$ cat src/rtl/dly_tune_pkg.sv
// Shared types and helpers for the delay calibration / phase tuner.
// Assumes: nothing beyond IEEE 1800-2017 semantics.
package dly_tune_pkg;

    typedef enum logic [2:0] {
        ST_IDLE,
        ST_CAL_SET,
        ST_CAL_WAIT,
        ST_PH_SET,
        ST_PH_REQ,
        ST_PH_EVAL,
        ST_PH_OFF
    } tune_state_e;

    // Index of the highest set bit; 0 when the value is zero.
    function automatic logic [4:0] top_bit(input logic [31:0] v);
        logic [4:0] r;
        r = '0;
        for (int i = 0; i < 32; i++)
            if (v[i]) r = 5'(i);
        return r;
    endfunction

endpackage

$ cat src/rtl/dly_tmo_ctr.sv
// Wait timer for one calibration attempt.
// Counts cycles while run_i is high; clr_i restarts it. hit_o flags the last
// cycle of the window (LIMIT cycles in total). Assumes LIMIT >= 1.
module dly_tmo_ctr #(
    parameter int LIMIT = 1000
) (
    input  logic clk,
    input  logic rst_n,
    input  logic clr_i,
    input  logic run_i,
    output logic hit_o
);
    localparam int CW = $clog2(LIMIT + 1);

    logic [CW-1:0] cnt_q;

    // Cycle counter for the current attempt.
    always_ff @(posedge clk) begin
        if (!rst_n || clr_i)
            cnt_q <= '0;
        else if (run_i && !hit_o)
            cnt_q <= cnt_q + 1'b1;
    end

    assign hit_o = run_i && (cnt_q == CW'(LIMIT - 1));

    a_r3_cnt_bound: assert property (@(posedge clk) disable iff (!rst_n)
        cnt_q < CW'(LIMIT));

endmodule

$ cat src/rtl/dly_run_track.sv
// Tracks runs of passing phases during the tuning sweep.
// Each step_i records one result for phase_i. It keeps the longest run (the
// earliest on a tie) and its last phase. centre_o = last phase - length/2.
// Assumes the phases are presented in rising order after clr_i.
module dly_run_track #(
    parameter int PH_W  = 4,
    parameter int RUN_W = PH_W + 1
) (
    input  logic            clk,
    input  logic            rst_n,
    input  logic            clr_i,
    input  logic            step_i,
    input  logic            pass_i,
    input  logic [PH_W-1:0] phase_i,
    output logic [RUN_W-1:0] best_o,
    output logic [PH_W-1:0] centre_o
);
    logic [RUN_W-1:0] cur_q, best_q;
    logic [PH_W-1:0]  end_q;
    logic [RUN_W-1:0] cur_nx;

    assign cur_nx = pass_i ? cur_q + 1'b1 : '0;

    // Current run, best run and where the best run ended.
    always_ff @(posedge clk) begin
        if (!rst_n || clr_i) begin
            cur_q  <= '0;
            best_q <= '0;
            end_q  <= '0;
        end else if (step_i) begin
            cur_q <= cur_nx;
            if (cur_nx > best_q) begin
                best_q <= cur_nx;
                end_q  <= phase_i;
            end
        end
    end

    assign best_o   = best_q;
    assign centre_o = end_q - PH_W'(best_q >> 1);

    a_r7_centre_in_run: assert property (@(posedge clk) disable iff (!rst_n)
        (best_q != '0) |-> (centre_o <= end_q));
    a_r7_run_ge_best: assert property (@(posedge clk) disable iff (!rst_n)
        cur_q <= best_q);

endmodule

$ cat src/rtl/dly_tune_ctrl.sv
// Sample-point delay calibration and phase tuner, top level.
// Runs the unit calibration, then the phase sweep, then applies the centre of
// the longest passing window. Assumes the line clears its length-valid flag
// when its configuration changes, and that ack is a single-cycle pulse.
module dly_tune_ctrl
    import dly_tune_pkg::*;
#(
    parameter int UNIT_W     = 7,
    parameter int PH_W       = 4,
    parameter int LEN_W      = 12,
    parameter int TAPS       = 11,
    parameter int TIMEOUT_US = 1000,
    parameter int CYC_PER_US = 100
) (
    input  logic              clk,
    input  logic              rst_n,
    input  logic              start_i,
    input  logic [LEN_W-1:0]  len_i,
    input  logic              len_valid_i,
    input  logic              tune_ack_i,
    input  logic              tune_pass_i,
    output logic              line_en_o,
    output logic              samp_en_o,
    output logic [UNIT_W-1:0] unit_o,
    output logic [PH_W-1:0]   phase_o,
    output logic              tune_req_o,
    output logic              done_o,
    output logic              ok_o
);
    localparam int TMO_CYC   = TIMEOUT_US * CYC_PER_US;
    localparam int CAL_SEL   = TAPS + 1;
    localparam int LEN_LIMIT = 2 ** TAPS;
    localparam int RUN_W     = PH_W + 1;
    localparam logic [UNIT_W-1:0] UNIT_MAX = '1;

    tune_state_e       state_q;
    logic              en_q, samp_q, done_q, ok_q;
    logic [UNIT_W-1:0] unit_q;
    logic [PH_W-1:0]   phase_q, max_ph_q;
    logic              tmo_hit, len_good, trk_step, trk_clr;
    logic [RUN_W-1:0]  best_len;
    logic [PH_W-1:0]   centre;

    assign len_good = (len_i != '0) && (32'(len_i) < LEN_LIMIT);
    assign trk_clr  = (state_q == ST_IDLE) && start_i;
    assign trk_step = (state_q == ST_PH_REQ) && tune_ack_i;

    dly_tmo_ctr #(.LIMIT(TMO_CYC)) u_tmo (
        .clk   (clk),
        .rst_n (rst_n),
        .clr_i (state_q == ST_CAL_SET),
        .run_i (state_q == ST_CAL_WAIT),
        .hit_o (tmo_hit)
    );

    dly_run_track #(.PH_W(PH_W), .RUN_W(RUN_W)) u_trk (
        .clk      (clk),
        .rst_n    (rst_n),
        .clr_i    (trk_clr),
        .step_i   (trk_step),
        .pass_i   (tune_pass_i),
        .phase_i  (phase_q),
        .best_o   (best_len),
        .centre_o (centre)
    );

    // Sequencer: state plus registered line configuration and status.
    always_ff @(posedge clk) begin
        if (!rst_n) begin
            state_q  <= ST_IDLE;
            en_q     <= 1'b0;
            samp_q   <= 1'b0;
            unit_q   <= '0;
            phase_q  <= '0;
            max_ph_q <= '0;
            done_q   <= 1'b0;
            ok_q     <= 1'b0;
        end else begin
            done_q <= 1'b0;
            case (state_q)
                ST_IDLE: if (start_i) begin
                    en_q    <= 1'b1;
                    samp_q  <= 1'b1;
                    unit_q  <= '0;
                    phase_q <= PH_W'(CAL_SEL);
                    ok_q    <= 1'b0;
                    state_q <= ST_CAL_SET;
                end
                ST_CAL_SET: state_q <= ST_CAL_WAIT;
                ST_CAL_WAIT: begin
                    if (len_valid_i && len_good) begin
                        max_ph_q <= PH_W'(top_bit(32'(len_i)));
                        phase_q  <= '0;
                        samp_q   <= 1'b0;
                        state_q  <= ST_PH_SET;
                    end else if (len_valid_i || tmo_hit) begin
                        if (unit_q == UNIT_MAX) begin
                            en_q    <= 1'b0;
                            samp_q  <= 1'b0;
                            done_q  <= 1'b1;
                            state_q <= ST_IDLE;
                        end else begin
                            unit_q  <= unit_q + 1'b1;
                            state_q <= ST_CAL_SET;
                        end
                    end
                end
                ST_PH_SET: state_q <= ST_PH_REQ;
                ST_PH_REQ: if (tune_ack_i) begin
                    if (phase_q == max_ph_q) begin
                        state_q <= ST_PH_EVAL;
                    end else begin
                        phase_q <= phase_q + 1'b1;
                        state_q <= ST_PH_SET;
                    end
                end
                ST_PH_EVAL: begin
                    en_q <= 1'b0;
                    if (best_len == '0) begin
                        done_q  <= 1'b1;
                        state_q <= ST_IDLE;
                    end else begin
                        state_q <= ST_PH_OFF;
                    end
                end
                ST_PH_OFF: begin
                    en_q    <= 1'b1;
                    phase_q <= centre;
                    done_q  <= 1'b1;
                    ok_q    <= 1'b1;
                    state_q <= ST_IDLE;
                end
                default: state_q <= ST_IDLE;
            endcase
        end
    end

    assign line_en_o  = en_q;
    assign samp_en_o  = samp_q;
    assign unit_o     = unit_q;
    assign phase_o    = phase_q;
    assign tune_req_o = (state_q == ST_PH_REQ);
    assign done_o     = done_q;
    assign ok_o       = ok_q;

    a_r1_quiet_idle: assert property (@(posedge clk) disable iff (!rst_n)
        (state_q == ST_IDLE) |-> (!tune_req_o && !samp_en_o));
    a_r2_cal_select: assert property (@(posedge clk) disable iff (!rst_n)
        samp_en_o |-> (line_en_o && phase_o == PH_W'(CAL_SEL)));
    a_r2_unit_step: assert property (@(posedge clk) disable iff (!rst_n)
        (samp_en_o && $past(samp_en_o) && unit_o != $past(unit_o))
            |-> (unit_o == $past(unit_o) + 1'b1));
    a_r6_req_cfg: assert property (@(posedge clk) disable iff (!rst_n)
        tune_req_o |-> (line_en_o && !samp_en_o && phase_o <= max_ph_q));
    a_r8_off_one: assert property (@(posedge clk) disable iff (!rst_n)
        (state_q == ST_PH_OFF) |=> (line_en_o && done_o));
    a_r10_done_pulse: assert property (@(posedge clk) disable iff (!rst_n)
        done_o |=> !done_o);

endmodule

$ cat config.mk
export PLATFORM = sky130hd
export DESIGN_NAME = dly_tune_ctrl
export DESIGN_NICKNAME = d
export VERILOG_FILES = /design/src/rtl/dly_tune_pkg.sv /design/src/rtl/dly_tmo_ctr.sv /design/src/rtl/dly_run_track.sv /design/src/rtl/dly_tune_ctrl.sv
export SDC_FILE = /design/constraint.sdc
export NUM_CORES = 1
export LEC_CHECK = 0
export BUFFER_PORTS_ARGS = -buffer_cell sky130_fd_sc_hd__buf_2
export CAP_MARGIN = 0
export CELL_PAD_IN_SITES_DETAIL_PLACEMENT = 0
export CELL_PAD_IN_SITES_GLOBAL_PLACEMENT = 1
export CORE_MARGIN = 2
export CORE_UTILIZATION = 39
export CTS_CLUSTER_SIZE = 40
export DETAILED_ROUTE_END_ITERATION = 8
export PLACE_DENSITY = 0.87
export SLEW_MARGIN = 10
export SYNTH_ARGS = -nofsm -noshare
export SYNTH_HDL_FRONTEND = slang
export SYNTH_SLANG_ARGS = --single-unit
$ cat constraint.sdc
create_clock -name clk -period 2.2 [get_ports clk]
set_clock_uncertainty 0.1 [all_clocks]
set_input_delay 0.44 -clock clk [delete_from_list [all_inputs] [get_ports clk]]
set_output_delay 0.44 -clock clk [all_outputs]
set_load 0.02 [all_outputs]
==> impl_metrics.toml <==
[place]
portBuffers = 33
hpwl_um = 5157
place_inst = 509
gp_congestion = 0.8651
placed_cell_area_um2 = 3425

[worst_hold_path]
hold_start = "len_i[8]"
hold_path_depth = 4
min_path_type = "input pin to flop"
holdPathEnd = "max_ph_q[1]"

[setup_path]
worstSetupPathType = "flop to flop"
worstReg2RegEnd = "u_trk.best_o[0]"
cp_top_family = "simple AND/OR/NAND/NOR gates"
slowest_delay_ns = 0.37
rrSetupSlack_ns = 0.003
cp.required_ns = 2.34
cp_num_buf_inv = 0
reg2regPathDepth = 9
timing.rr.start = "u_trk.cur_q[0]"
critPathCaptureType = "flop"
worst_path_most_repeated_cell = "ha_4"
worstPathCellList = "ha_4 > xor2_2 > and2_4 > ha_4 > and4_4 > a211oi_2 > o21ai_2 > or2_2 > a21oi_2"
crit_arrival_ns = 2.34
crit_fanout = 4
crit_path_top_delay_cell = "dfxtp_4"
crit_path_start_kind = "flop"

[clock_network]
cts.sinks = 53
cts_max_path_buffers = 2
cts_root_buffer = "clkbuf_8"
htree_levels = 2
clock_latency_ns = 0.31
cts_tree = "done"
cts_buffers = 5
clkTransAtPathRegs_ns = 0.10

[synth]
synth_edf_count = 0
synth_area_per_cell_um2 = 8.189
synth-seq-cells = 53
synthFlopType = "dfxtp_1"
seq_area_frac_synth_pct = 35.30
syn_nets = 398
synth_top_area_cell = "dfxtp_1"
syn_inst = 367
synthTopCellsByArea = "dfxtp_1 35%, nor2_1 5.4%, mux2i_1 5.3%"
synth_top_area_share_pct = 35.30
yosysWarningCount = 0
async_flop_share_pct = 0
synth_cell_type_count = 56
mappedNetlistArea_um2 = 3005

[drt]
via_per_inst = 5.311
wl_per_cell_um = 13.72
drt_iter0_markers = 121
firstDrtPassIters = 4
postRouteAntennaNets = 0
vias = 2751
route.detailed.drc = 0
drt-total-wl_um = 7106

[finish]
nets = 446
area_growth_pct = 22.69
drive_gt1_share_pct = 25.48
layout_common_cells = "48 x dfxtp_1, 43 x nor2_1, 35 x nand2_1, 33 x buf_2, 25 x a21oi_1"
final_cell_count_no_fill = 518
antennaDiodeCount = 0
fin_area_um2 = 3687
final_common_cell = "dfxtp_1"
fillers = 743

[timing]
hold_violations = 0
fin_crit_ns = 2.197
rsz0062_at_grt = "true"
worst-slew-pin-transition_ns = 0.6050
relSlewSlack_pct = 59.57
whs_ns = 0.3658
timing.fmax_ghz = 0.4551
finalCritPeriodShare_pct = 99.88
fin_setup_tns_ns = 0
drv_slew = 0
setup_viol = 0

[floorplan]
die_area_um2 = 8424
rows = 32
die_h_um = 91.79
coreArea_um2 = 7607
ios = 34
start_util_pct = 39.51
die_w_um = 91.79

[global_route]
grt.total_usage_pct = 17.44
antenna_found_initial = 0
grt_pass1_vias = 2651
grt_max_degree = 19
grt_remaining_overflow = 0
grt_pass1_wl_um = 12160

[pwr]
irDropWorstVdd_mv = 0.2480
powerDensity_nw_per_um2 = 572.6
p_leak_nw = 1.491
power_mw = 2.111

[run_status]
status = "complete, no violations"

[flow_run]
maxCapViolations = 0
## cell type report
class | instances | area [µm²] | area share [%]
repair buffers | 59 | 367.9 | 9.976
well taps | 102 | 127.6 | 3.461
multi-input cells | 283 | 1948 | 52.83
inverters | 13 | 48.80 | 1.323
clock buffers | 6 | 82.58 | 2.240
flip-flops and latches | 53 | 1075 | 29.15
clock inverters | 2 | 37.54 | 1.018
## kinds of logic (layout without fill, tap and decap cells)
family	after synthesis	count (layout)	synth area share, %
AND/OR/NAND/NOR	163	163	28.68
multiplexers	17	17	5.703
buffers and inverters	31	80	4.164
AO/OA/AOI/OAI	67	67	13.78
flip-flops	53	53	35.30
adder cells (fa/ha/maj)	13	13	5.662
XOR/XNOR	23	23	6.703
## Yosys cell counts (all sizes together), types with 2 or more instances
master and instances:
a211o 2, a211oi 2, a21oi 26, a311oi 2, a31o 4, a31oi 2, and2 4, and3 2
and4 4, and4bb 2, buf 7, clkbuf 11, dfxtp 53, ha 12, inv 13, mux2i 16
nand2 35, nand2b 6, nand3 24, nand4 5, nand4b 2, nor2 43, nor2b 5, nor3 7
nor4 5, nor4b 3, o21ai 14, o22ai 3, o311ai 2, o31ai 3, or2 3, or3 5
or3b 3, xnor2 8, xor2 15
## through the flow
step	utilization [%]	setup slack, ns
2_1_floorplan	-	0.006340
3_3_place_gp	45.02	-0.04405
3_5_place_dp	45.02	-0.06785
4_1_cts	46.81	-0.01157
5_1_grt	48.47	-0.06327
6_report	48.47	0.002724
## power by group
part	switching (mW)	internal [mW]
clock network	0.331	0.370
logic	0.235	0.160
registers	0.0314	0.983
## flip-flops by register name (all words and copies together) (netlist names), 3 cells and up
name and flops:
u_trk.end_q 4, max_ph_q 4, u_trk.best_o 5, u_trk.cur_q 5
phase_o 4, u_tmo.cnt_q 17, state_q 3, unit_o 7
## layer usage
| metal | share of wire, % | up-vias | global-route usage (%) |
|---|---|---|---|
| met1 | 45 | 1279 | 22.66 |
| met2 | 48 | 66 | 29.47 |
| met4 | 1.8 | 0 | 5.473 |
| met3 | 4.7 | 11 | 3.040 |
| li1 | - | 1395 | - |
| met5 | 0 | - | 0 |
## worst max path at each step
stage | start | end | slack, ns | cells past startpoint
2_1_floorplan | u_trk.cur_q[2] | u_trk.best_o[0] | 0.006 | 10
3_3_place_gp | len_i[5] | unit_o[3] | -0.04 | 7
3_5_place_dp | len_i[5] | unit_o[3] | -0.07 | 7
4_1_cts | u_trk.cur_q[1] | u_trk.best_o[2] | -0.01 | 10
5_1_grt | u_trk.cur_q[0] | u_trk.best_o[1] | -0.06 | 10
6_report | u_trk.cur_q[0] | u_trk.best_o[0] | 0.003 | 9
## worst min-delay path: stages
cell and delay, ns:
buf_2 0.11, nor2_1 0.04, o31ai_1 0.06, a311oi_1 0.09
## what timing repair did
| action | 4_1_cts | 5_1_grt |
|---|---|---|
| setup buffers | 0 | 1 |
| pin swaps | 0 | 12 |
| hold buffers | 0 | 0 |
| setup endpoints to repair | 9 | 11 |
| resized for setup | 5 | 23 |
Power figures use the tool's default switching activity.
